--- config.mk ---
export PLATFORM = sky130hd
export DESIGN_NAME = dma_xfer_engine
export DESIGN_NICKNAME = d
export VERILOG_FILES = /design/src/rtl/dma_xfer_pkg.sv /design/src/rtl/dma_xfer_cfg_check.sv /design/src/rtl/dma_xfer_addr_gen.sv /design/src/rtl/dma_xfer_seq.sv /design/src/rtl/dma_xfer_engine.sv
export SDC_FILE = /design/constraint.sdc
export NUM_CORES = 1
export LEC_CHECK = 0
export BUFFER_PORTS_ARGS = -buffer_cell sky130_fd_sc_hd__buf_4
export CORE_MARGIN = 8
export CORE_UTILIZATION = 34
export DETAILED_ROUTE_END_ITERATION = 10
export PLACE_DENSITY = 0.61
export RECOVER_POWER = 50
export SYNTH_ARGS = -nofsm -noshare
export SYNTH_HDL_FRONTEND = slang
export SYNTH_SLANG_ARGS = --single-unit
--- constraint.sdc ---
create_clock -name clk -period 12 [get_ports clk]
set_input_delay 2.4 -clock clk [delete_from_list [all_inputs] [get_ports clk]]
set_output_delay 2.4 -clock clk [all_outputs]
set_load 0.005 [all_outputs]
--- src/rtl/dma_xfer_pkg.sv ---
package dma_xfer_pkg;

  localparam int WORD_W = 32;

  typedef enum logic [1:0] {
    SZ_8   = 2'd0,
    SZ_16  = 2'd1,
    SZ_32  = 2'd2,
    SZ_BAD = 2'd3
  } xsize_e;

  typedef enum logic [1:0] {
    STEP_NONE = 2'd0,
    STEP_1    = 2'd1,
    STEP_2    = 2'd2,
    STEP_4    = 2'd3
  } step_e;

  function automatic logic [2:0] size_bytes(xsize_e sz);
    case (sz)
      SZ_8:    return 3'd1;
      SZ_16:   return 3'd2;
      default: return 3'd4;
    endcase
  endfunction

  function automatic logic [2:0] step_bytes(step_e st);
    case (st)
      STEP_1:  return 3'd1;
      STEP_2:  return 3'd2;
      STEP_4:  return 3'd4;
      default: return 3'd0;
    endcase
  endfunction

  function automatic logic [WORD_W-1:0] size_mask(xsize_e sz);
    case (sz)
      SZ_8:    return 32'h0000_00FF;
      SZ_16:   return 32'h0000_FFFF;
      default: return 32'hFFFF_FFFF;
    endcase
  endfunction

  function automatic logic step_too_small(step_e st, xsize_e sz);
    return (step_bytes(st) != 3'd0) && (step_bytes(st) < size_bytes(sz));
  endfunction

  function automatic logic low_misaligned(logic [1:0] low, xsize_e sz);
    case (sz)
      SZ_16:   return low[0];
      SZ_32:   return |low;
      default: return 1'b0;
    endcase
  endfunction

endpackage

--- src/rtl/dma_xfer_cfg_check.sv ---
module dma_xfer_cfg_check
  import dma_xfer_pkg::*;
#(
  parameter int ADDR_W = 32
) (
  input  xsize_e            size,
  input  step_e             src_step,
  input  step_e             dst_step,
  input  logic [ADDR_W-1:0] src_end,
  input  logic [ADDR_W-1:0] dst_end,
  output logic              fault
);

  logic bad_size;
  logic src_short;
  logic dst_short;
  logic src_misal;
  logic dst_misal;

  always_comb begin
    bad_size  = (size == SZ_BAD);
    src_short = step_too_small(src_step, size);
    dst_short = step_too_small(dst_step, size);
    src_misal = low_misaligned(src_end[1:0], size);
    dst_misal = low_misaligned(dst_end[1:0], size);
    fault     = bad_size | src_short | dst_short | src_misal | dst_misal;
  end

endmodule

--- src/rtl/dma_xfer_addr_gen.sv ---
module dma_xfer_addr_gen
  import dma_xfer_pkg::*;
#(
  parameter int ADDR_W = 32,
  parameter int CNT_W  = 10
) (
  input  logic              clk,
  input  logic              rst_n,
  input  logic              active,
  input  xsize_e            size,
  input  step_e             step,
  input  logic [ADDR_W-1:0] end_ptr,
  input  logic [CNT_W-1:0]  remain,
  output logic [ADDR_W-1:0] addr
);

  localparam int PROD_W = CNT_W + 3;

  function automatic logic [ADDR_W-1:0] item_addr(
    logic [ADDR_W-1:0] last_addr,
    logic [CNT_W-1:0]  left,
    logic [2:0]        stride
  );
    logic [PROD_W-1:0] back;
    back = {3'b000, left} * {{CNT_W{1'b0}}, stride};
    return last_addr - ADDR_W'(back);
  endfunction

  assign addr = item_addr(end_ptr, remain, step_bytes(step));

  AST_ADDR_ALIGNED: assert property (@(posedge clk) disable iff (!rst_n)
    active |-> !low_misaligned(addr[1:0], size)) else $error("unaligned access");

  AST_FIXED_SIDE: assert property (@(posedge clk) disable iff (!rst_n)
    (active && step == STEP_NONE) |-> addr == end_ptr) else $error("fixed side moved");

endmodule

--- src/rtl/dma_xfer_seq.sv ---
module dma_xfer_seq
  import dma_xfer_pkg::*;
#(
  parameter int CNT_W = 10
) (
  input  logic              clk,
  input  logic              rst_n,
  input  logic              start,
  input  logic              fault,
  input  logic [CNT_W-1:0]  last_idx,
  input  xsize_e            size,
  input  logic              rd_valid,
  input  logic [WORD_W-1:0] rd_data,
  input  logic              wr_ack,
  output logic              accept,
  output logic              busy,
  output logic              done,
  output logic              err,
  output logic              rd_req,
  output logic              wr_req,
  output logic [WORD_W-1:0] wr_data,
  output logic [CNT_W-1:0]  remain
);

  typedef enum logic [1:0] {ST_IDLE, ST_READ, ST_WRITE} seq_state_e;

  seq_state_e        state;
  logic [WORD_W-1:0] item_q;
  logic              rd_fire;
  logic              wr_fire;
  logic              last_item;

  assign busy      = (state != ST_IDLE);
  assign rd_req    = (state == ST_READ);
  assign wr_req    = (state == ST_WRITE);
  assign wr_data   = item_q;
  assign rd_fire   = rd_req && rd_valid;
  assign wr_fire   = wr_req && wr_ack;
  assign last_item = (remain == '0);
  assign accept    = (state == ST_IDLE) && start && !fault;

  always_ff @(posedge clk or negedge rst_n) begin
    if (!rst_n) begin
      state  <= ST_IDLE;
      item_q <= '0;
      remain <= '0;
      done   <= 1'b0;
      err    <= 1'b0;
    end else begin
      done <= 1'b0;
      case (state)
        ST_IDLE: begin
          if (start) begin
            err <= fault;
            if (!fault) begin
              remain <= last_idx;
              state  <= ST_READ;
            end
          end
        end
        ST_READ: begin
          if (rd_fire) begin
            item_q <= rd_data & size_mask(size);
            state  <= ST_WRITE;
          end
        end
        ST_WRITE: begin
          if (wr_fire) begin
            if (last_item) begin
              state <= ST_IDLE;
              done  <= 1'b1;
            end else begin
              remain <= remain - 1'b1;
              state  <= ST_READ;
            end
          end
        end
        default: state <= ST_IDLE;
      endcase
    end
  end

  AST_DONE_SINGLE: assert property (@(posedge clk) disable iff (!rst_n)
    done |=> !done) else $error("done longer than one cycle");

  AST_DONE_AFTER_ACK: assert property (@(posedge clk) disable iff (!rst_n)
    done |-> ($past(wr_ack) && !busy)) else $error("done without final ack");

  AST_REQ_EXCLUSIVE: assert property (@(posedge clk) disable iff (!rst_n)
    !(rd_req && wr_req)) else $error("read and write together");

  AST_WR_HELD: assert property (@(posedge clk) disable iff (!rst_n)
    (wr_req && !wr_ack) |=> (wr_req && $stable(wr_data))) else $error("write dropped");

  AST_ERR_IDLE: assert property (@(posedge clk) disable iff (!rst_n)
    err |-> !busy) else $error("busy with error");

  AST_START_IGNORED: assert property (@(posedge clk) disable iff (!rst_n)
    (busy && !(wr_fire && last_item)) |=> busy) else $error("run cut short");

endmodule

--- src/rtl/dma_xfer_engine.sv ---
module dma_xfer_engine
  import dma_xfer_pkg::*;
#(
  parameter int ADDR_W = 32,
  parameter int CNT_W  = 10
) (
  input  logic              clk,
  input  logic              rst_n,
  input  logic              start,
  input  logic [1:0]        cfg_size,
  input  logic [1:0]        cfg_src_step,
  input  logic [1:0]        cfg_dst_step,
  input  logic [ADDR_W-1:0] cfg_src_end,
  input  logic [ADDR_W-1:0] cfg_dst_end,
  input  logic [CNT_W-1:0]  cfg_last_idx,
  output logic              busy,
  output logic              done,
  output logic              err,
  output logic              rd_req,
  output logic [ADDR_W-1:0] rd_addr,
  output logic [1:0]        rd_size,
  input  logic              rd_valid,
  input  logic [31:0]       rd_data,
  output logic              wr_req,
  output logic [ADDR_W-1:0] wr_addr,
  output logic [1:0]        wr_size,
  output logic [31:0]       wr_data,
  input  logic              wr_ack
);

  localparam int SIDES = 2;

  logic              fault;
  logic              accept;
  logic [CNT_W-1:0]  remain;
  xsize_e            size_q;
  step_e             step_in [SIDES];
  logic [ADDR_W-1:0] end_in  [SIDES];
  step_e             step_q  [SIDES];
  logic [ADDR_W-1:0] end_q   [SIDES];
  logic [ADDR_W-1:0] side_addr [SIDES];

  assign step_in[0] = step_e'(cfg_src_step);
  assign step_in[1] = step_e'(cfg_dst_step);
  assign end_in[0]  = cfg_src_end;
  assign end_in[1]  = cfg_dst_end;

  dma_xfer_cfg_check #(.ADDR_W(ADDR_W)) u_check (
    .size     (xsize_e'(cfg_size)),
    .src_step (step_in[0]),
    .dst_step (step_in[1]),
    .src_end  (cfg_src_end),
    .dst_end  (cfg_dst_end),
    .fault    (fault)
  );

  always_ff @(posedge clk or negedge rst_n) begin
    if (!rst_n) size_q <= SZ_8;
    else if (accept) size_q <= xsize_e'(cfg_size);
  end

  for (genvar s = 0; s < SIDES; s++) begin : g_side
    always_ff @(posedge clk or negedge rst_n) begin
      if (!rst_n) begin
        step_q[s] <= STEP_NONE;
        end_q[s]  <= '0;
      end else if (accept) begin
        step_q[s] <= step_in[s];
        end_q[s]  <= end_in[s];
      end
    end

    dma_xfer_addr_gen #(.ADDR_W(ADDR_W), .CNT_W(CNT_W)) u_addr (
      .clk     (clk),
      .rst_n   (rst_n),
      .active  (busy),
      .size    (size_q),
      .step    (step_q[s]),
      .end_ptr (end_q[s]),
      .remain  (remain),
      .addr    (side_addr[s])
    );
  end

  dma_xfer_seq #(.CNT_W(CNT_W)) u_seq (
    .clk      (clk),
    .rst_n    (rst_n),
    .start    (start),
    .fault    (fault),
    .last_idx (cfg_last_idx),
    .size     (size_q),
    .rd_valid (rd_valid),
    .rd_data  (rd_data),
    .wr_ack   (wr_ack),
    .accept   (accept),
    .busy     (busy),
    .done     (done),
    .err      (err),
    .rd_req   (rd_req),
    .wr_req   (wr_req),
    .wr_data  (wr_data),
    .remain   (remain)
  );

  assign rd_addr = side_addr[0];
  assign wr_addr = side_addr[1];
  assign rd_size = size_q;
  assign wr_size = size_q;

  AST_SIZE_HELD: assert property (@(posedge clk) disable iff (!rst_n)
    (busy && !done) |=> (!busy || $stable(rd_size))) else $error("width changed mid-run");

endmodule

# After elaboration in Yosys (flattened, before gate mapping)
# Index checks and enable logic that the tools add are counted.
dict set report word_totals {
  reg_bits 116
  in_bits 117
  out_inout_bits 105
}
dict set report classes {
  n_addsub 3
  multipliers 2
  bitwise_logic 5
  n_eq_ne 23
  magnitude_cmp 2
  n_mux 24
  reduce_logical 21
}
# op n
set op_table {}
lappend op_table {{$mux 32} 2}
lappend op_table {{$pmux 32 s2} 1}
lappend op_table {{$sub 32x13->32} 2}
lappend op_table {{$mux 10} 4}
lappend op_table {{$pmux 3 s3} 4}
lappend op_table {{$and 32x32->32} 1}
lappend op_table {{$mul 10x3->13} 2}
lappend op_table {{$eq 2x2->1 const B} 11}
lappend op_table {{$pmux 10 s2} 1}
lappend op_table {{$eq 2x1->1 const B} 7}
lappend op_table {{$logic_not 10->1} 1}
lappend op_table {{$ne 2x2->1 const B} 5}
lappend op_table {{$sub 10x1->10 const B} 1}
lappend op_table {{$mux 2} 4}
lappend op_table {{$logic_and 1x1->1} 6}
lappend op_table {{$logic_not 2->1} 3}
lappend op_table {{$lt 3x3->1} 2}
lappend op_table {{$pmux 2 s3} 1}
lappend op_table {{$pmux 3 s2} 1}
lappend op_table {{$reduce_bool 3->1} 2}
lappend op_table {{$reduce_and 5->1} 1}
lappend op_table {{$mux 1} 4}
lappend op_table {{$or 1x1->1} 4}
lappend op_table {{$pmux 1 s2} 2}
lappend op_table {{5 further kinds} 8}

# Depth between registers and ports, before layout
# Gate-level depths: netlist of run 1.
dict set report depth {
  depth_word 11
  mapped_depth 15
}

# Hierarchy
# A second synthesis of run 1 with hierarchy kept.
dict set report hier_totals {
  hier_cells 914
  area_unflattened_um2 8958.6
}
# mod n_inst area_each_um2 cells_each
set by_module_without_submodules {}
lappend by_module_without_submodules {dma_xfer_addr_gen 2 1805.5 256}
lappend by_module_without_submodules {dma_xfer_engine 1 2969.1 150}
lappend by_module_without_submodules {dma_xfer_seq 1 2149.6 225}
lappend by_module_without_submodules {dma_xfer_cfg_check 1 229.0 27}

# Worst setup path before layout of run 1
# No wires, ideal clock.
dict set report synth_timing {
  path_type {reg2out}
  startpoint {register step_q[0] (netlist bit)}
  endpoint {output port wr_addr[25]}
  required_ns 9.600
  arrival_time_ns 3.785
  path_stages_with_launch 16
  setup_slack_ns 5.815
  path_cell_list {dfrtp_1 -> and2_1 -> clkbuf_1 -> nand2_1 -> fa_1 -> inv_1 -> fa_1 -> inv_1 -> ha_1 -> o21ai_0 -> a21boi_0 -> a21boi_0 -> o21ai_0 -> and2_1 -> a2111oi_0 -> xor2_1}
}
dict set report synth_between {
  elab_chain_cells 4
  elab_cells_between_ends 6
  cone_classes {1 x add/sub; 1 x mul; 3 x eq/ne; 1 x mux}
}
# item line_no
set synth_rtl {}
lappend synth_rtl {{start, declared} dma_xfer_engine.sv:39} ;# step_e step_q [SIDES];
lappend synth_rtl {{start signal, assigned by index} dma_xfer_engine.sv:68} ;# step_q[s] <= step_in[s];
lappend synth_rtl {{$eq 2x2->1 / $eq 2x1->1 (equally long branches)} dma_xfer_pkg.sv:28} ;# case (st)
lappend synth_rtl {{$pmux 3 s3 *} dma_xfer_pkg.sv:28}
lappend synth_rtl {{$mul 10x3->13 *} dma_xfer_addr_gen.sv:25} ;# back = {3'b000, left} * {{CNT_W{1'b0}}, stride};
lappend synth_rtl {{$sub 32x13->32 *} dma_xfer_addr_gen.sv:26} ;# return last_addr - ADDR_W'(back);
lappend synth_rtl {{end, declared} dma_xfer_engine.sv:25} ;# output logic [ADDR_W-1:0] wr_addr,
# Every way passes the cells marked *; elsewhere a longest branch is shown, timed or not.

==> Flow_metrics.wiki, run 1 <==
{| class="wikitable"
! Metric !! Value
|-
| Maximum single-stage delay on the critical path || about 2600 ps
|-
| Reg area || about 0.0029 sq mm
|-
| Final Max Tran Viols || between 150 and 200
|-
| Std-Cell Core Area || ~0.024 sq mm
|-
| Initial antenna violation count || 0
|-
| YS warnings || 0
|-
| Number of levels the H-tree was split into || 4
|-
| Max Root-Sink Buffers || 2
|-
| Post-synth net total || 1086
|-
| Element type at the critical path end || asynchronous set/reset pin
|-
| Path type of the worst setup path || in2async
|-
| Number of buffer and inverter instances along the worst setup path || 2
|-
| Die width || approximately 170 um
|-
| Period minus WS final || around 7500 ps
|-
| Clock latency of the later-clocked register in the worst-skew pair || 420 ps
|-
| Clock root cell || clkbuf_16
|-
| CTS tree || yes
|-
| Setup TNS Final || 0 ps
|-
| Ys flop type || dfrtp_1
|-
| Rel. slew slack || -1.36
|-
| Share of post-route cells with drive strength above 1 || 0.285
|-
| Pre-antenna DRT Iters || 5
|-
| Critical path data required time || 11720 ps
|-
| Total CTS buffers || 17
|-
| All-Layer GR Usage || 0.158
|-
| Final Hold Fails || 0
|-
| Final setup violation count || 0
|-
| Outcome || finished, violations left
|-
| Clock edge transition at the registers on the reported setup and hold paths || ~60 ps
|-
| Unrepaired setup endpoints after global routing || false
|-
| Worst path top cell family by delay || buffers and inverters
|-
| Effective utilization at floorplan || 0.344
|-
| Path type of the worst min-delay path || reg2reg
|-
| Number of library cell types mapped by synthesis || 54
|-
| Worst path most repeated cell || clkbuf_1
|-
| Routed via count divided by cell count || between 4 and 5
|-
| Number of max-cap violations || 3
|-
| Global-route congestion overflow total || 0
|-
| Post-CTS Resized || 0
|-
| Final Cycle Share || 0.623
|-
| I/O pins || 222
|-
| Mapped Cells || ~890
|-
| P&R area growth vs syn || 29.1%
|-
| Largest fanout on the critical path || between 60 and 70
|-
| Floorplan die area || ~0.030 sq mm
|-
| Syn avg cell area || approximately 9.3 sq um
|-
| Filler cell count || 2451
|-
| Antenna Violating Nets Remaining || 0
|-
| Netlist area before placement || 0.00829 sq mm
|-
| Num Clock Sinks || ~120
|-
| Startpoint type of the worst setup path || input port
|-
| Initial drt markers || 296
|-
| Weighted congestion reported at the end of routability-driven placement || 0.852
|-
| Pin count of the biggest net entering global routing || slightly above 80
|-
| # Post-CTS Setup Buffers || 0
|-
| Cell row count || 57
|-
| Cell Chain, Critical Path || clkbuf_1 -> clkbuf_1
|-
| FFs w/ async S/R, synth || 1.00
|-
| First-pass GRT wire length || roughly 36000 um
|-
| Vias in the first global route || 6902
|-
| Routed Wire Length || ~23000 um
|-
| Number of flops mapped to enable cells by yosys || 0
|-
| Violations in the final reports || capacitance limit, slew limit
|-
| Cell with the largest stage delay on the worst path || clkbuf_1
|-
| Floorplan die height || around 170 um
|-
| Synthesis-stage register bit count || about 120
|-
| Diode insertion count for antenna repair || 0
|-
| Quantity of hold-fixing buffers added after cts || 0
|-
| Total Nets Final || approximately 1300
|-
| Share of the yosys chip area belonging to registers || 0.350
|-
| DRC violation count after routing || 0
|-
| Routed length per placed instance || between 15 and 20 um
|-
| Count of port buffers added during placement || approximately 220
|-
| Post-Route Skew || around 8.8 ps
|-
| Worst endpoint data arrival time || 7200 ps
|-
| Multi-input gate area in the final layout || 0.00483 sq mm
|-
| DR vias || 6901
|-
| Max Fclk || approximately 130 MHz
|-
| Post-DP HPWL || roughly 18000 um
|-
| Pin slew with the least headroom to its limit || about 3500 ps
|}
[cells in the final DEF (no fill, tap or decap), types with 4 or more instances in the layout]
cell type,n
buf_4,182
nand2_1,122
dfrtp_1,116
inv_1,111
mux2_2,77
nor2_1,47
o21ai_0,47
ha_1,42
fa_1,36
xnor2_1,31
a21oi_1,30
xor2_1,28
clkbuf_1,26
clkbuf_16,17
and2_1,16
nor3_1,16
clkbuf_4,14
nor4_1,9
or3_1,8
a21o_1,8
and3_1,7
nor2b_1,7
nand3_1,7
a31oi_1,7
inv_6,7
nand2b_1,6
or4_1,6
a211oi_1,6
a2111oi_0,5
o21a_1,5
or2_2,4
a2bb2oi_1,4
[layout make-up]
| type | instances | area share |
|---|---|---|
| clock buffers | 17 | 0.0397 |
| flip-flops and latches | 116 | 0.271 |
| multi-input cells | 626 | 0.451 |
| well taps | 324 | 0.0379 |
| inverters | 111 | 0.0389 |
| clock inverters | 15 | 0.0147 |
| repair buffers | 222 | 0.147 |
[sequential cells by signal (all words and copies together) (netlist names)]
name / flops
step_q: 4
end_q: 64
u_seq.done: 1
rd_size: 2
u_seq.wr_data: 32
u_seq.state: 2
u_seq.remain: 10
u_seq.err: 1
[final timing paths]
kind / from / to / slack, ps / depth (start not counted)
hold reg to reg: u_seq.wr_data[19] / u_seq.wr_data[19] / 470 / 2
max in group clk: step_q[1] / wr_addr[25] / 4670 / 15
setup reg to reg: u_seq.remain[0] / u_seq.remain[8] / 9210 / 7
min in group asynchronous: rst_n / end_q[2] / 2970 / 1
setup / recovery: rst_n / u_seq.wr_data[27] / 4520 / 2
hold / removal: u_seq.wr_data[19] / u_seq.wr_data[19] / 470 / 2
[cell usage after synthesis (8+ instances only)]
master	n	area [sq um]
nand2_1	122	458
a21o_1	8	60.1
nor4_1	9	56.3
inv_1	111	417
dfrtp_1	116	2900
and2_1	16	100
or3_1	8	50.1
o21ai_0	47	235
fa_1	36	721
a21oi_1	30	150
nor2_1	47	176
clkbuf_1	35	131
xor2_1	28	245
ha_1	42	526
mux2_2	77	867
nor3_1	16	80.1
xnor2_1	31	272
[logic make-up (layout without fill, tap and decap cells)]
kind of cell / count (synthesis) / count (layout) / synth area share
AO/OA/AOI/OAI: 139 / 139 / 0.105
XOR/XNOR: 59 / 59 / 0.0623
adder cells (fa/ha/maj): 78 / 78 / 0.150
buffers and inverters: 149 / 365 / 0.0684
flip-flops: 116 / 116 / 0.350
multiplexers: 80 / 80 / 0.108
AND/OR/NAND/NOR: 270 / 270 / 0.156
[stage by stage]
step / util / setup WS (ps) / instance area [sq um] / hold WS (ps) / instances
final: 0.444 / 4520 / 10700 / 473 / 1431
after global routing: 0.444 / 3240 / 10700 / 506 / 1431
after CTS: 0.448 / 4720 / 10800 / 485 / 1431
after detailed placement: 0.424 / 5180 / 10200 / 471 / 1399
after global placement: 0.424 / 5310 / 10200 / 463 / 1399
after floorplan: - / 5820 / 8290 / 473 / 891
[per-layer routing]
layer | global-route usage | up-vias | part of all wire
met2 | 0.258 | 208 | 0.49
met4 | 0.0465 | 0 | 0.016
li1 | - | 3370 | -
met1 | 0.194 | 3305 | 0.42
met3 | 0.0548 | 18 | 0.076
met5 | 0 | - | 0
Power of run 1 is left out: the tool's default activity adds up to more than one toggle a clock period on the data nets, which glitch-free logic cannot reach.
==> run 2: changes to the inputs <==
==> constraint.sdc (replaced) <==
create_clock -name clk -period 7.6 [get_ports clk]
set_input_delay 1.52 -clock clk [delete_from_list [all_inputs] [get_ports clk]]
set_output_delay 1.52 -clock clk [all_outputs]
set_load 0.005 [all_outputs]
==> run 2 against run 1 <==
Compared with the run above: core utilization increased by 0.093 points; critical path type is now reg2out; the run still ends with capacitance limit, slew limit left; highest routed layer is now met5; cell count unchanged; worst hold slack improved by 7.5 ps; critical path depth increased by 13; register-to-register slack got worse by 4300 ps; flip-flop and latch count unchanged; design area increased by 0.21%; first-iteration DRC count increased by 36%; clock-buffer cell count unchanged; global-route usage increased by 0.32 points; worst setup slack got worse by 3400 ps; wire length increased by 0.69%; largest cell class unchanged; critical endpoint is now wr_addr[25].
==> Flow_metrics.wiki, run 2 (same netlist as run 1, synthesis figures left out) <==
{| class="wikitable"
! Metric !! Value
|-
| Routed Wire Length || roughly 23000 um
|-
| Clock latency of the later-clocked register in the worst-skew pair || 420 ps
|-
| Diode insertion count for antenna repair || 0
|-
| P&R area growth vs syn || 29.4%
|-
| Flop-to-flop setup slack || 4880 ps
|-
| Rel. slew slack || -1.06
|-
| Hold wc startpoint || u_seq.wr_data[15]
|-
| Std-Cell Core Area || 0.0241 sq mm
|-
| Total CTS buffers || 17
|-
| Routed length per placed instance || ~16 um
|-
| # Post-CTS Setup Buffers || 0
|-
| Routed via count divided by cell count || ~4.8
|-
| Antenna Violating Nets Remaining || 0
|-
| Floorplan die area || 0.0296 sq mm
|-
| Path type of the worst setup path || reg2out
|-
| Effective utilization at floorplan || 0.344
|-
| Vias in the first global route || 6971
|-
| Design Area, Final || approximately 0.011 sq mm
|-
| Min-Delay Endpoint || u_seq.wr_data[15]
|-
| Max reg flops || 64
|-
| Initial drt markers || 404
|-
| All-Layer GR Usage || 0.161
|-
| Final Cycle Share || 0.852
|-
| Element type at the critical path end || output pin
|-
| Area after detailed placement || 0.0102 sq mm
|-
| DRC violation count after routing || 0
|-
| Violations in the final reports || capacitance limit, slew limit
|-
| Total Nets Final || roughly 1300
|-
| First-pass GRT wire length || 37500 um
|-
| Post-CTS Resized || 0
|-
| Floorplan die height || 172 um
|-
| Largest fanout on the critical path || 10
|-
| Num Clock Sinks || 116
|-
| Setup TNS Final || 0 ps
|-
| Weighted congestion reported at the end of routability-driven placement || around 0.85
|-
| Post-DP HPWL || 18400 um
|-
| Number of levels the H-tree was split into || 4
|-
| Top library cells by usage in the layout, fill and taps aside || buf_4 (183), nand2_1 (122), dfrtp_1 (116)
|-
| Final Max Tran Viols || 177
|-
| Final Hold Fails || 0
|-
| Post-Route Skew || between 9 and 10 ps
|-
| Period minus WS final || 6470 ps
|-
| Most common library cell in the layout ignoring fill and taps || buf_4
|-
| FF-to-FF path depth || 7
|-
| Die width || about 170 um
|-
| CTS tree || yes
|-
| Cell Chain, Critical Path || nor2b_1 -> nand2_1 -> fa_1 -> inv_1 -> fa_1 -> inv_1 -> ha_1 -> o21ai_0 -> a21boi_0 -> a21boi_0 -> o21ai_0 -> and2_1 -> a2111oi_0 -> xor2_1 -> buf_4
|-
| Pre-antenna DRT Iters || 4
|-
| Largest reg by FF count || end_q
|-
| Path type of the worst min-delay path || reg2reg
|-
| Count of cells along the worst hold path || 2
|-
| Number of max-cap violations || 3
|-
| Outcome || finished, violations left
|-
| Count of port buffers added during placement || around 220
|-
| Maximum single-stage delay on the critical path || around 530 ps
|-
| Number of instances in the placed design || 1399
|-
| Global-route congestion overflow total || 0
|-
| Fin cells || between 1000 and 1500
|-
| Endpoint of the worst register-to-register path || u_seq.remain[1]
|-
| DR vias || 6897
|-
| Worst endpoint data arrival time || roughly 5000 ps
|-
| Share of post-route cells with drive strength above 1 || 0.289
|-
| Critical path data required time || 6080 ps
|-
| I/O pins || between 200 and 250
|-
| Clock edge transition at the registers on the reported setup and hold paths || roughly 60 ps
|-
| Initial antenna violation count || 1
|-
| Worst R2R Start || u_seq.remain[0]
|-
| Startpoint type of the worst setup path || flip-flop
|-
| Pin slew with the least headroom to its limit || 3090 ps
|-
| Max Root-Sink Buffers || 2
|-
| Unrepaired setup endpoints after global routing || false
|-
| Max Fclk || between 150 and 200 MHz
|-
| Final setup violation count || 0
|-
| Pin count of the biggest net entering global routing || 82
|-
| Quantity of hold-fixing buffers added after cts || 0
|-
| Clock root cell || clkbuf_16
|-
| Cell row count || 57
|-
| Cell with the largest stage delay on the worst path || a2111oi_0
|}
==> run 2: cell type report <==
cell class	count	area [sq um]
inverters	111	417
fillers	2400	13400
repair buffers	222	1580
flip-flops and latches	116	2900
clock inverters	15	168
clock buffers	17	425
well taps	324	405
multi-input cells	626	4830
==> run 2: worst max path at each step <==
| stage | endpoint | startpoint | slack, ps |
|---|---|---|---|
| 3_3_place_gp | wr_addr[25] | step_q[1] | 1790 |
| 2_1_floorplan | wr_addr[25] | step_q[0] | 2300 |
| 5_1_grt | wr_addr[18] | step_q[0] | 670 |
| 4_1_cts | wr_addr[25] | step_q[1] | 1160 |
| 3_5_place_dp | wr_addr[25] | step_q[1] | 1610 |
| 6_report | wr_addr[25] | step_q[1] | 1130 |
==> run 2: worst max-delay path, delay by kind of cell (launching register included) <==
kind	cells	cell delay (ps)
AOI/OAI and AO/OA	5	1440
xor gates and xnor gates	1	190
adders and majority gates	3	1360
buffers and inverters	3	240
DFF	1	400
and+or+nand+nor	3	920
==> run 2: stage by stage <==
stage | utilization | setup slack [ps] | hold slack [ps]
after floorplan | - | 2300 | 473
after CTS | 0.449 | 1160 | 489
after global placement | 0.424 | 1790 | 463
after detailed placement | 0.424 | 1610 | 476
after global routing | 0.445 | 672 | 504
final | 0.445 | 1130 | 481
==> run 2: layer usage <==
layer	up-vias	global-route usage	part of all wire	wire, um
met5	-	0	0.00055	13
met2	183	0.261	0.49	11400
met1	3319	0.201	0.43	10100
met3	19	0.0566	0.071	1660
li1	3374	-	-	-
met4	2	0.0412	0.014	320
Power of run 2 is left out for the same reason.
==> run 3: changes to the inputs <==
--- a/config.mk
+++ b/config.mk
@@ -9,8 +9,10 @@
 export CORE_MARGIN = 8
 export CORE_UTILIZATION = 34
 export DETAILED_ROUTE_END_ITERATION = 10
-export PLACE_DENSITY = 0.61
+export HOLD_SLACK_MARGIN = 0.1
+export PLACE_DENSITY = 0.6
 export RECOVER_POWER = 50
 export SYNTH_ARGS = -nofsm -noshare
 export SYNTH_HDL_FRONTEND = slang
+export SYNTH_HIERARCHICAL = 1
 export SYNTH_SLANG_ARGS = --single-unit
==> run 3 against run 2 <==
Compared with the run above: the flow still finishes with violations (capacitance limit, slew limit); die area grew 7.3%; via count grew 3.4%; cell count grew 2.4%; clock-buffer cell count is the same; fmax shrank 1.7%.
==> Flow_metrics.wiki, run 3 <==
{| class="wikitable"
! Metric !! Value
|-
| Outcome || finished, violations left
|-
| Violations in the final reports || capacitance limit, slew limit
|-
| Most used standard cells in the synthesized netlist || nand2_1 (124), dfrtp_1 (116), inv_1 (93)
|-
| Cell with the most instances after synthesis || nand2_1
|-
| Std-Cell Core Area || between 0.02 and 0.03 sq mm
|-
| First-pass GRT wire length || 40400 um
|-
| All-Layer GR Usage || 0.161
|-
| Critical path data required time || a little over 6000 ps
|-
| Number of max-cap violations || 2
|-
| Number of buffer and inverter instances along the worst setup path || 3
|-
| Rel. slew slack || -1.33
|-
| Share of synthesized cell area in full adder, half adder and majority cells || 0.141
|-
| Clock latency of the later-clocked register in the worst-skew pair || between 400 and 500 ps
|-
| Worst path top cell family by delay || compound AO/OA/AOI/OAI gates
|-
| Cell row count || 59
|-
| Period minus WS final || 6580 ps
|-
| DRC violation count after routing || 0
|-
| Path type of the worst min-delay path || reg2reg
|-
| Vias in the first global route || around 7500
|-
| Total CTS buffers || 17
|-
| Syn avg cell area || 9.80 sq um
|-
| Weighted congestion reported at the end of routability-driven placement || 0.868
|-
| Total Nets Final || around 1300
|-
| Initial antenna violation count || 0
|-
| Post-DP HPWL || between 15000 and 20000 um
|-
| Final Cycle Share || 0.866
|-
| Final Max Tran Viols || approximately 120
|-
| Clock root cell || clkbuf_16
|-
| Top cell type by total area after synthesis || dfrtp_1
|-
| Routed length per placed instance || ~17 um
|-
| Top library cells by usage in the layout, fill and taps aside || buf_4 (183), nand2_1 (124), dfrtp_1 (116)
|-
| Pre-antenna DRT Iters || 5
|-
| Cell with the largest stage delay on the worst path || o31ai_2
|-
| Count of port buffers added during placement || about 220
|-
| Element type at the critical path end || output pin
|-
| Share of post-route cells with drive strength above 1 || 0.312
|-
| Max Root-Sink Buffers || 2
|-
| Mapped Cells || roughly 900
|-
| Ys flop type || dfrtp_1
|-
| Area share of the leading cell type in the synthesized netlist || 0.324
|-
| Simple-gate area share of the yosys netlist || 0.165
|-
| CTS tree || yes
|-
| DR vias || a little over 7000
|-
| Cell Chain, Critical Path || nor2b_1 -> nand2_1 -> fa_1 -> inv_1 -> fa_1 -> inv_1 -> ha_1 -> a21o_1 -> a311oi_1 -> o21ai_1 -> o31ai_2 -> nor3b_2 -> xor2_1 -> buf_4
|-
| Netlist area before placement || 0.00896 sq mm
|-
| FF-to-FF path depth || 4
|-
| # Post-CTS Setup Buffers || 0
|-
| Mux cell area share after synthesis || 0.132
|-
| Num Clock Sinks || 116
|-
| I/O pins || 222
|-
| Most common library cell in the layout ignoring fill and taps || buf_4
|-
| FFs w/ async S/R, synth || 1.00
|-
| Routed via count divided by cell count || 4.87
|-
| P&R area growth vs syn || 26.5%
|-
| Unrepaired setup endpoints after global routing || false
|-
| Post-Route Skew || about 14 ps
|-
| Combinational family with the most area after synthesis || simple AND/OR/NAND/NOR gates
|-
| Die width || roughly 180 um
|-
| Top area cells in the synthesized netlist || dfrtp_1 (32%), mux2_4 (12%), fa_1 (8.0%)
|-
| Synthesis-stage register bit count || between 100 and 150
|-
| Filler cell count || ~2600
|-
| Max Fclk || 152 MHz
|-
| Startpoint type of the worst setup path || flip-flop
|-
| Antenna Violating Nets Remaining || 0
|-
| Effective utilization at floorplan || 0.345
|-
| Floorplan die height || between 150 and 200 um
|-
| Final Hold Fails || 0
|-
| Setup TNS Final || 0 ps
|-
| Largest reg by FF count || end_q
|-
| Initial drt markers || 490
|-
| Max reg flops || 64
|-
| Floorplan die area || about 0.032 sq mm
|-
| Quantity of hold-fixing buffers added after cts || 0
|-
| Number of library cell types mapped by synthesis || between 60 and 70
|-
| Routed Wire Length || about 25000 um
|-
| Final setup violation count || 0
|-
| Pin slew with the least headroom to its limit || around 3500 ps
|-
| XOR/XNOR share of the synthesized area || 0.0606
|-
| Count of cells along the worst hold path || 2
|-
| Complex-gate fraction of the synthesized area || 0.107
|-
| Share of the yosys chip area belonging to registers || 0.324
|-
| Worst endpoint data arrival time || a little over 5000 ps
|-
| Cell depth of the worst setup path || 14
|-
| Post-synth net total || 1110
|-
| Pin count of the biggest net entering global routing || around 70
|-
| Clock edge transition at the registers on the reported setup and hold paths || roughly 70 ps
|-
| Largest fanout on the critical path || 10
|-
| Global-route congestion overflow total || 0
|-
| YS warnings || 6
|-
| Number of flops mapped to enable cells by yosys || 0
|-
| Path type of the worst setup path || reg2out
|-
| Diode insertion count for antenna repair || 0
|-
| Post-CTS Resized || 0
|-
| Maximum single-stage delay on the critical path || ~690 ps
|-
| Number of levels the H-tree was split into || 4
|}
[run 3: cell types whose count changed in the layout (fill, tap and decap cells not counted), moves of 6 or more]
cell,previous run,this run
inv_1,111,93
mux2_2,77,9
clkbuf_4,16,25
nor2_1,47,35
clkbuf_1,21,14
inv_8,0,6
nor3_1,16,24
mux2_4,0,70
nand4_1,0,9
[run 3: path summary, 6_finish.rpt]
path	startpoint	to	slack, ps
max	step_q[1]	wr_addr[24]	1020
min	u_seq/wr_data[16]	u_seq/wr_data[16]	480
max reg2reg	u_seq/state[1]	u_seq/wr_data[0]	4660
min reg2reg	u_seq/wr_data[16]	u_seq/wr_data[16]	480
max in group asynchronous	rst_n	end_q[2]	2510
min in group asynchronous	rst_n	u_seq/wr_data[3]	2280
[run 3: cell families (layout without fill, tap and decap cells)]
logic type | count (synthesis) | after routing
buffers and inverters | 133 | 349
AND/OR/NAND/NOR | 290 | 290
XOR/XNOR | 62 | 62
multiplexers | 82 | 82
AO/OA/AOI/OAI | 152 | 152
flip-flops | 116 | 116
adder cells (fa/ha/maj) | 79 | 79
[run 3: worst min-delay path: cells and delay by family (launching register included)]
| family | cells | cell delay [ps] |
|---|---|---|
| AOI/OAI and AO/OA | 1 | 60 |
| DFF | 1 | 340 |
| and+or+nand+nor | 1 | 50 |
[run 3: area by class of cell]
| cell class | instances | area (sq um) | share of cell area |
|---|---|---|---|
| multi-input combinational | 665 | 5420 | 0.478 |
| timing repair buffer | 224 | 1640 | 0.145 |
| tap | 335 | 419 | 0.0370 |
| inverter | 93 | 349 | 0.0308 |
| clock buffer | 17 | 425 | 0.0375 |
| clock inverter | 15 | 176 | 0.0156 |
| sequential | 116 | 2900 | 0.256 |
[run 3: metrics by stage]
step	utilization	setup slack (ps)	area (sq um)	hold WS, ps	instances
6_report	0.436	1020	11300	480	1465
5_1_grt	0.436	634	11300	500	1465
4_1_cts	0.438	1000	11400	487	1465
3_5_place_dp	0.415	1480	10800	471	1433
3_3_place_gp	0.415	1590	10800	466	1433
2_1_floorplan	-	2240	8960	473	914
[run 3: layer usage]
layer,part of all wire,GRT usage
met5,0,0
met4,0.011,0.0341
met3,0.058,0.0398
met2,0.49,0.272
met1,0.44,0.203
Power of run 3 is left out for the same reason.
